File: src/rtl/led_pwm_pkg.sv
package led_pwm_pkg;
  parameter int LED_CH    = 16;
  parameter int DUTY_W    = 8;
  parameter int ADDR_W    = 8;
  parameter int BASE_ADDR = 2;
  localparam int SEL_W    = $clog2(LED_CH);

  typedef enum logic [1:0] {
    MODE_OFF = 2'b00,
    MODE_ON  = 2'b01,
    MODE_PWM = 2'b10,
    MODE_GRP = 2'b11
  } ledMode_e;

  typedef struct packed {
    logic              frameWrap;
    logic [LED_CH-1:0] dutyLoad;
    logic [LED_CH-1:0] modeLoad;
    logic [DUTY_W-1:0] wrDuty;
    ledMode_e          wrMode;
  } ctrlStrobe_t;
endpackage

File: src/rtl/led_pwm_ctrl.sv
module led_pwm_ctrl
  import led_pwm_pkg::*;
(
  input  logic              clk,
  input  logic              rst,
  input  logic              tick,
  input  logic              dutyWe,
  input  logic [ADDR_W-1:0] dutyAddr,
  input  logic [DUTY_W-1:0] dutyData,
  input  logic              modeWe,
  input  logic [SEL_W-1:0]  modeSel,
  input  logic [1:0]        modeData,
  output logic [DUTY_W-1:0] frameCount,
  output ctrlStrobe_t       strobe
);
  localparam logic [DUTY_W-1:0] LAST_STEP = '1;

  // shared frame counter
  always_ff @(posedge clk) begin
    if (rst)       frameCount <= '0;
    else if (tick) frameCount <= frameCount + 1'b1;
  end

  // per-channel write decode
  for (genvar i = 0; i < LED_CH; i++) begin : g_dec
    assign strobe.dutyLoad[i] = dutyWe && (dutyAddr == ADDR_W'(BASE_ADDR + i));
    assign strobe.modeLoad[i] = modeWe && (modeSel == SEL_W'(i));
  end

  assign strobe.frameWrap = tick && (frameCount == LAST_STEP);
  assign strobe.wrDuty    = dutyData;
  assign strobe.wrMode    = ledMode_e'(modeData);
endmodule

File: src/rtl/led_pwm_dp.sv
module led_pwm_dp
  import led_pwm_pkg::*;
(
  input  logic                     clk,
  input  logic                     rst,
  input  ctrlStrobe_t              strobe,
  input  logic [DUTY_W-1:0]        frameCount,
  input  logic                     groupGate,
  output logic [LED_CH*DUTY_W-1:0] activeFlat,
  output logic [LED_CH*2-1:0]      modeFlat,
  output logic [LED_CH-1:0]        ledOn
);
  for (genvar i = 0; i < LED_CH; i++) begin : g_ch
    logic [DUTY_W-1:0] pendDuty;
    logic [DUTY_W-1:0] liveDuty;
    ledMode_e          chMode;
    logic              pwmHigh;

    always_ff @(posedge clk) begin
      if (rst) begin
        pendDuty <= '0;
        liveDuty <= '0;
        chMode   <= MODE_OFF;
      end else begin
        if (strobe.dutyLoad[i]) pendDuty <= strobe.wrDuty;
        if (strobe.frameWrap)   liveDuty <= pendDuty;
        if (strobe.modeLoad[i]) chMode   <= strobe.wrMode;
      end
    end

    assign pwmHigh = frameCount < liveDuty;

    always_comb begin
      unique case (chMode)
        MODE_OFF: ledOn[i] = 1'b0;
        MODE_ON:  ledOn[i] = 1'b1;
        MODE_PWM: ledOn[i] = pwmHigh;
        MODE_GRP: ledOn[i] = pwmHigh & groupGate;
        default:  ledOn[i] = 1'b0;
      endcase
    end

    assign activeFlat[i*DUTY_W +: DUTY_W] = liveDuty;
    assign modeFlat[i*2 +: 2]             = chMode;
  end
endmodule

File: src/rtl/led_pwm_bank.sv
module led_pwm_bank
  import led_pwm_pkg::*;
(
  input  logic              clk,
  input  logic              rst,
  input  logic              tick,
  input  logic              dutyWe,
  input  logic [ADDR_W-1:0] dutyAddr,
  input  logic [DUTY_W-1:0] dutyData,
  input  logic              modeWe,
  input  logic [SEL_W-1:0]  modeSel,
  input  logic [1:0]        modeData,
  input  logic              groupGate,
  output logic [LED_CH-1:0] ledOn
);
  ctrlStrobe_t              strobe;
  logic [DUTY_W-1:0]        frameCount;
  logic [LED_CH*DUTY_W-1:0] activeFlat;
  logic [LED_CH*2-1:0]      modeFlat;

  led_pwm_ctrl u_ctrl (
    .clk, .rst, .tick, .dutyWe, .dutyAddr, .dutyData,
    .modeWe, .modeSel, .modeData, .frameCount, .strobe
  );

  led_pwm_dp u_dp (
    .clk, .rst, .strobe, .frameCount, .groupGate,
    .activeFlat, .modeFlat, .ledOn
  );
endmodule

File: config.mk
export PLATFORM = sky130hd
export DESIGN_NAME = led_pwm_bank
export DESIGN_NICKNAME = d
export VERILOG_FILES = /design/src/rtl/led_pwm_pkg.sv /design/src/rtl/led_pwm_ctrl.sv /design/src/rtl/led_pwm_dp.sv /design/src/rtl/led_pwm_bank.sv
export SDC_FILE = /design/constraint.sdc
export NUM_CORES = 1
export LEC_CHECK = 0
export BUFFER_PORTS_ARGS = -buffer_cell sky130_fd_sc_hd__buf_2
export CAP_MARGIN = 20
export CORE_MARGIN = 2
export CORE_UTILIZATION = 55
export DETAILED_ROUTE_END_ITERATION = 7
export PLACE_DENSITY = 0.72
export SLEW_MARGIN = 0
export SYNTH_ARGS = -nofsm -noshare
export SYNTH_HDL_FRONTEND = slang
export SYNTH_SLANG_ARGS = --single-unit
File: constraint.sdc
create_clock -name clk -period 4.1 [get_ports clk]
set_clock_uncertainty 0.15 [all_clocks]
set_input_delay 0.82 -clock clk [delete_from_list [all_inputs] [get_ports clk]]
set_output_delay 0.82 -clock clk [all_outputs]
set_load 0.01 [all_outputs]
# Yosys cells after proc, flatten, opt, wreduce, memory -nomap -nowiden
# Cells that the tools add are included.
# totals
latch_bits	0
mem_bits_rw	0
reg_bits	296
rom_bits	0
n_memories	0
elab_cells	228
input_bits	28
# classes
shifts	0
reduce_logical	50
n_lt_le_gt_ge	16
n_div	0
bitwise	16
n_mul	0
n_eq_ne	80
muxes	16
add_sub_neg	1
# ops
cell	count
$lt 8x8->1	16
$eq 2x2->1 const B	32
$eq 8x4->1 const B	8
$pmux 1 s4	16
$logic_and 1x1->1	33
$eq 2x1->1 const B	16
$eq 4x4->1 const B	8
$eq 8x3->1 const B	4
$logic_not 2->1	16
$and 1x1->1	16
$eq 4x3->1 const B	4
$eq 8x2->1 const B	2
$eq 8x5->1 const B	2
$add 8x1->8 const B	1
$eq 4x2->1 const B	2
$eq 8x8->1 const B	1
$eq 4x1->1 const B	1
$logic_not 4->1	1

# Longest topological paths before layout
# logic_depth
depth_word	3
ltp_mapped	7

# Hierarchy
# A second synthesis with hierarchy kept.
# hier_totals
hier_cells	1477
hier_area_um2	14046.0
# modules_own_cells
mod	n_inst	seq_area_each_um2	area_per_inst_um2	cells_per_inst
led_pwm_dp	1	5765.5	13337.8	1372
led_pwm_ctrl	1	160.2	708.2	105

# Least setup slack after synthesis
# OpenSTA, ideal clock, no wires.
# synth_path
kind	reg-to-output
startpoint	reg u_ctrl.frameCount[5]
endpoint	out ledOn[6]
setup_slack_ns	1.470
path_stages_with_launch	6
path_buffers	0
t_arrival_ns	1.660
t_required_ns	3.130
cell_sequence	dfxtp_1 -> ha_1 -> a211o_1 -> o211ai_1 -> a31oi_1 -> a21oi_1
# synth_between
elab_chain_len	3
# synth_lines
item	line_no	text
start, declared	led_pwm_ctrl.sv:13	output logic [DUTY_W-1:0] frameCount,
start signal, assigned	led_pwm_ctrl.sv:21	else if (tick) frameCount <= frameCount + 1'b1;
$lt 8x8->1 (*)	led_pwm_dp.sv:31	assign pwmHigh = frameCount < liveDuty;
$and 1x1->1	led_pwm_dp.sv:38	MODE_GRP: ledOn[i] = pwmHigh & groupGate;
$pmux 1 s4 (*)	led_pwm_dp.sv:34	unique case (chMode)
end, declared	led_pwm_bank.sv:14	output logic [LED_CH-1:0] ledOn
# Every way passes the cells marked *; elsewhere a longest branch is shown, timed or not.

# Worst setup path in the final report
# layout_path
startpoint	reg u_ctrl.frameCount[6]
endpoint	out ledOn[8]
# The elaborated chain is that of the path after synthesis.

==> run metrics <==
Synth Instances=1,622; top_reg_cell synth=dfxtp_1; full die area=26,000 sq um; post-synthesis xor/xnor area fraction=0.00386; peak supply drop=0.282 mV; DRC viols=0; Arrival @ worst endpoint=2760 ps; Leakage=6.36 nW; synth warn=0; critical path's largest stage delay=950 ps; IO Port Bufs=43; fmax=268 MHz; number of synthesized flops with an enable pin=0; First-pass DRT Iterations=5; global-route wire length before repair=53,700 um; post-place setup slack=986 ps; CP Class=reg -> out; Post-Syn Nets=1,763; Final period util=0.910; critical path's slowest cell=dfxtp_1; clk_lat worst skew=560 ps; fill cell count=2,123; width of the die=161 um; FF+latch count, synth=296; Post CTS Setup Buffer Count=0; final worst path period need=3730 ps; initial DRC count=919; top cells by count, synth=296 x dfxtp_1, 284 x nand2_1, 191 x nor2_1; CTS buffer count=31; Max-cap violations=0; synthesized area=13,600 sq um; Worst-path clk slew=60 ps; post-CTS sizing=0; outcome=finished, final reports clean; Setup crit end kind=output pin; GRT Util Overall=0.260; Synth Area per Inst=8.40 sq um; most common cell in the netlist=dfxtp_1; core area=24,300 sq um; Critical Path RT=3130 ps; overflow left after global routing=0; Die Height=161 um; critical path startpoint category=flop; top cells by area, synth=dfxtp_1 43%, ha_1 10%, mux2i_1 10%; Setup TNS Final=0 ps; Max Root-Sink Buffers=3; Slew HR=0.357; Routability Congestion=0.798; Min-Delay Path Class=reg -> reg; hpwl dp=20,800 um; footprint of the multi-input gates=6960 sq um; initial antenna violation count=4; Layout Area Growth over Synthesis=11.8%; post-synthesis sequential area ratio=0.435; Adder-Cell Fraction of Synth Area=0.104; largest area contributor in the netlist=dfxtp_1; layout cells sized above 1=0.0743; CTS tree=yes; clock sinks=296; fin. max-slew vios=0; vias in the first global route=10,186; pin count of the biggest net entering global routing=122; Post-Route WL=34,000 um; Pwr per Cell Area=401 nW/um^2; initial cell density of the core=0.560; worst-path fanout max=15; CTS Hold Bufs=0; Register Area=5930 sq um; Slew @ Worst Pin=964 ps; RSZ-0062 raised after global routing=no; WL/cell=17.1 um; io pins=44; Vias/cell=5.55; htree depth=1; Final Hold Fails=0; Setup WS post-layout=368 ps; # rows=57; nets=1,771; dpl cells=1,921; DRT antenna net count=0; root buffer cell=clkbuf_16; CP Cell Sequence=buf_4 -> ha_1 -> o211ai_1 -> a31oi_1 -> a21oi_1 -> buf_2; Final setup viols=0; Total Power=0.00611 W; synth unique cells=31; area share of the largest cell type after synthesis=0.435; main combinational cell family by area after synthesis=simple AND/OR/NAND/NOR gates; overall via count from detail_route=10,986; simple-gate portion of the synthesized area=0.187; ys async rst share=0; Post-Layout Cell Count=1,981; post-synthesis mux area share=0.104; Synth Area in Compound Gates=0.112
per-layer routing:
layer / track usage / vias to the layer above / share of wire
met5: 0 / - / 0.00077
met4: 0.0710 / 4 / 0.025
met3: 0.0385 / 63 / 0.055
met2: 0.435 / 273 / 0.46
met1: 0.352 / 5197 / 0.46
li1: - / 5449 / -
critical path, delay by kind of cell (launching register included):
kind | cells | cell delay (ps)
compound gates | 3 | 480
fa+ha+maj | 1 | 260
buf+inv | 2 | 500
flops | 1 | 950
report_power, final:
part | internal [W] | switching (W) | leakage [nW]
Combinational | 0.0000582 | 0.000172 | 3.42
Clock | 0.00182 | 0.00116 | 0.551
Sequential | 0.00288 | 0.0000147 | 2.38
metrics by stage:
stage	utilization	hold slack, ps	instance area, sq um
after floorplan	-	281	13600
after global placement	0.580	285	14100
after detailed placement	0.581	291	14100
after CTS	0.626	301	15200
after global routing	0.626	312	15200
final	0.626	298	15200
cells by family after synthesis:
family	count (synthesis)
AO/OA/AOI/OAI	280
XOR/XNOR	6
adder cells (fa/ha/maj)	113
buffers and inverters	198
flip-flops	296
multiplexers	141
AND/OR/NAND/NOR	588
final cells by class:
cell class	instances	share of cell area
clock buffer	42	0.0582
inverter	113	0.0278
timing repair buffer	60	0.0277
clock inverter	16	0.0137
multi-input combinational	1128	0.457
sequential	296	0.389
antenna	2	0.000328
tap	324	0.0266
layout by cell type (no fill, tap or decap), types with 10 or more instances in the layout:
master	netlist	final
a211o_1	16	16
a21oi_1	181	181
a31oi_1	16	16
buf_2	5	42
buf_4	0	12
clkbuf_16	0	31
clkinv_2	0	10
dfxtp_1	296	296
ha_1	113	113
inv_1	113	113
mux2i_1	141	141
nand2_1	284	284
nand4_1	23	23
nor2_1	191	191
nor2b_1	19	19
nor3_1	18	17
nor3b_1	18	18
o211ai_1	16	16
o21ai_0	51	51
registers in the layout, indices dropped and copies added, names as in the netlist:
name	flops
u_ctrl.frameCount	8
u_dp.g_ch.pendDuty	128
u_dp.g_ch.liveDuty	128
u_dp.g_ch.chMode	32
final timing paths:
| kind | startpoint | endpoint | slack, ps | cells after the start |
|---|---|---|---|---|
| setup / recovery | u_ctrl.frameCount[6] | ledOn[8] | 370 | 6 |
| hold / removal | u_dp.g_ch[14].pendDuty[4] | u_dp.g_ch[14].liveDuty[4] | 300 | 2 |
| setup reg to reg | u_ctrl.frameCount[3] | u_dp.g_ch[10].liveDuty[3] | 1290 | 6 |
| hold reg to reg | u_dp.g_ch[14].pendDuty[4] | u_dp.g_ch[14].liveDuty[4] | 300 | 2 |
No activity file was read; power rests on OpenSTA's default activity.
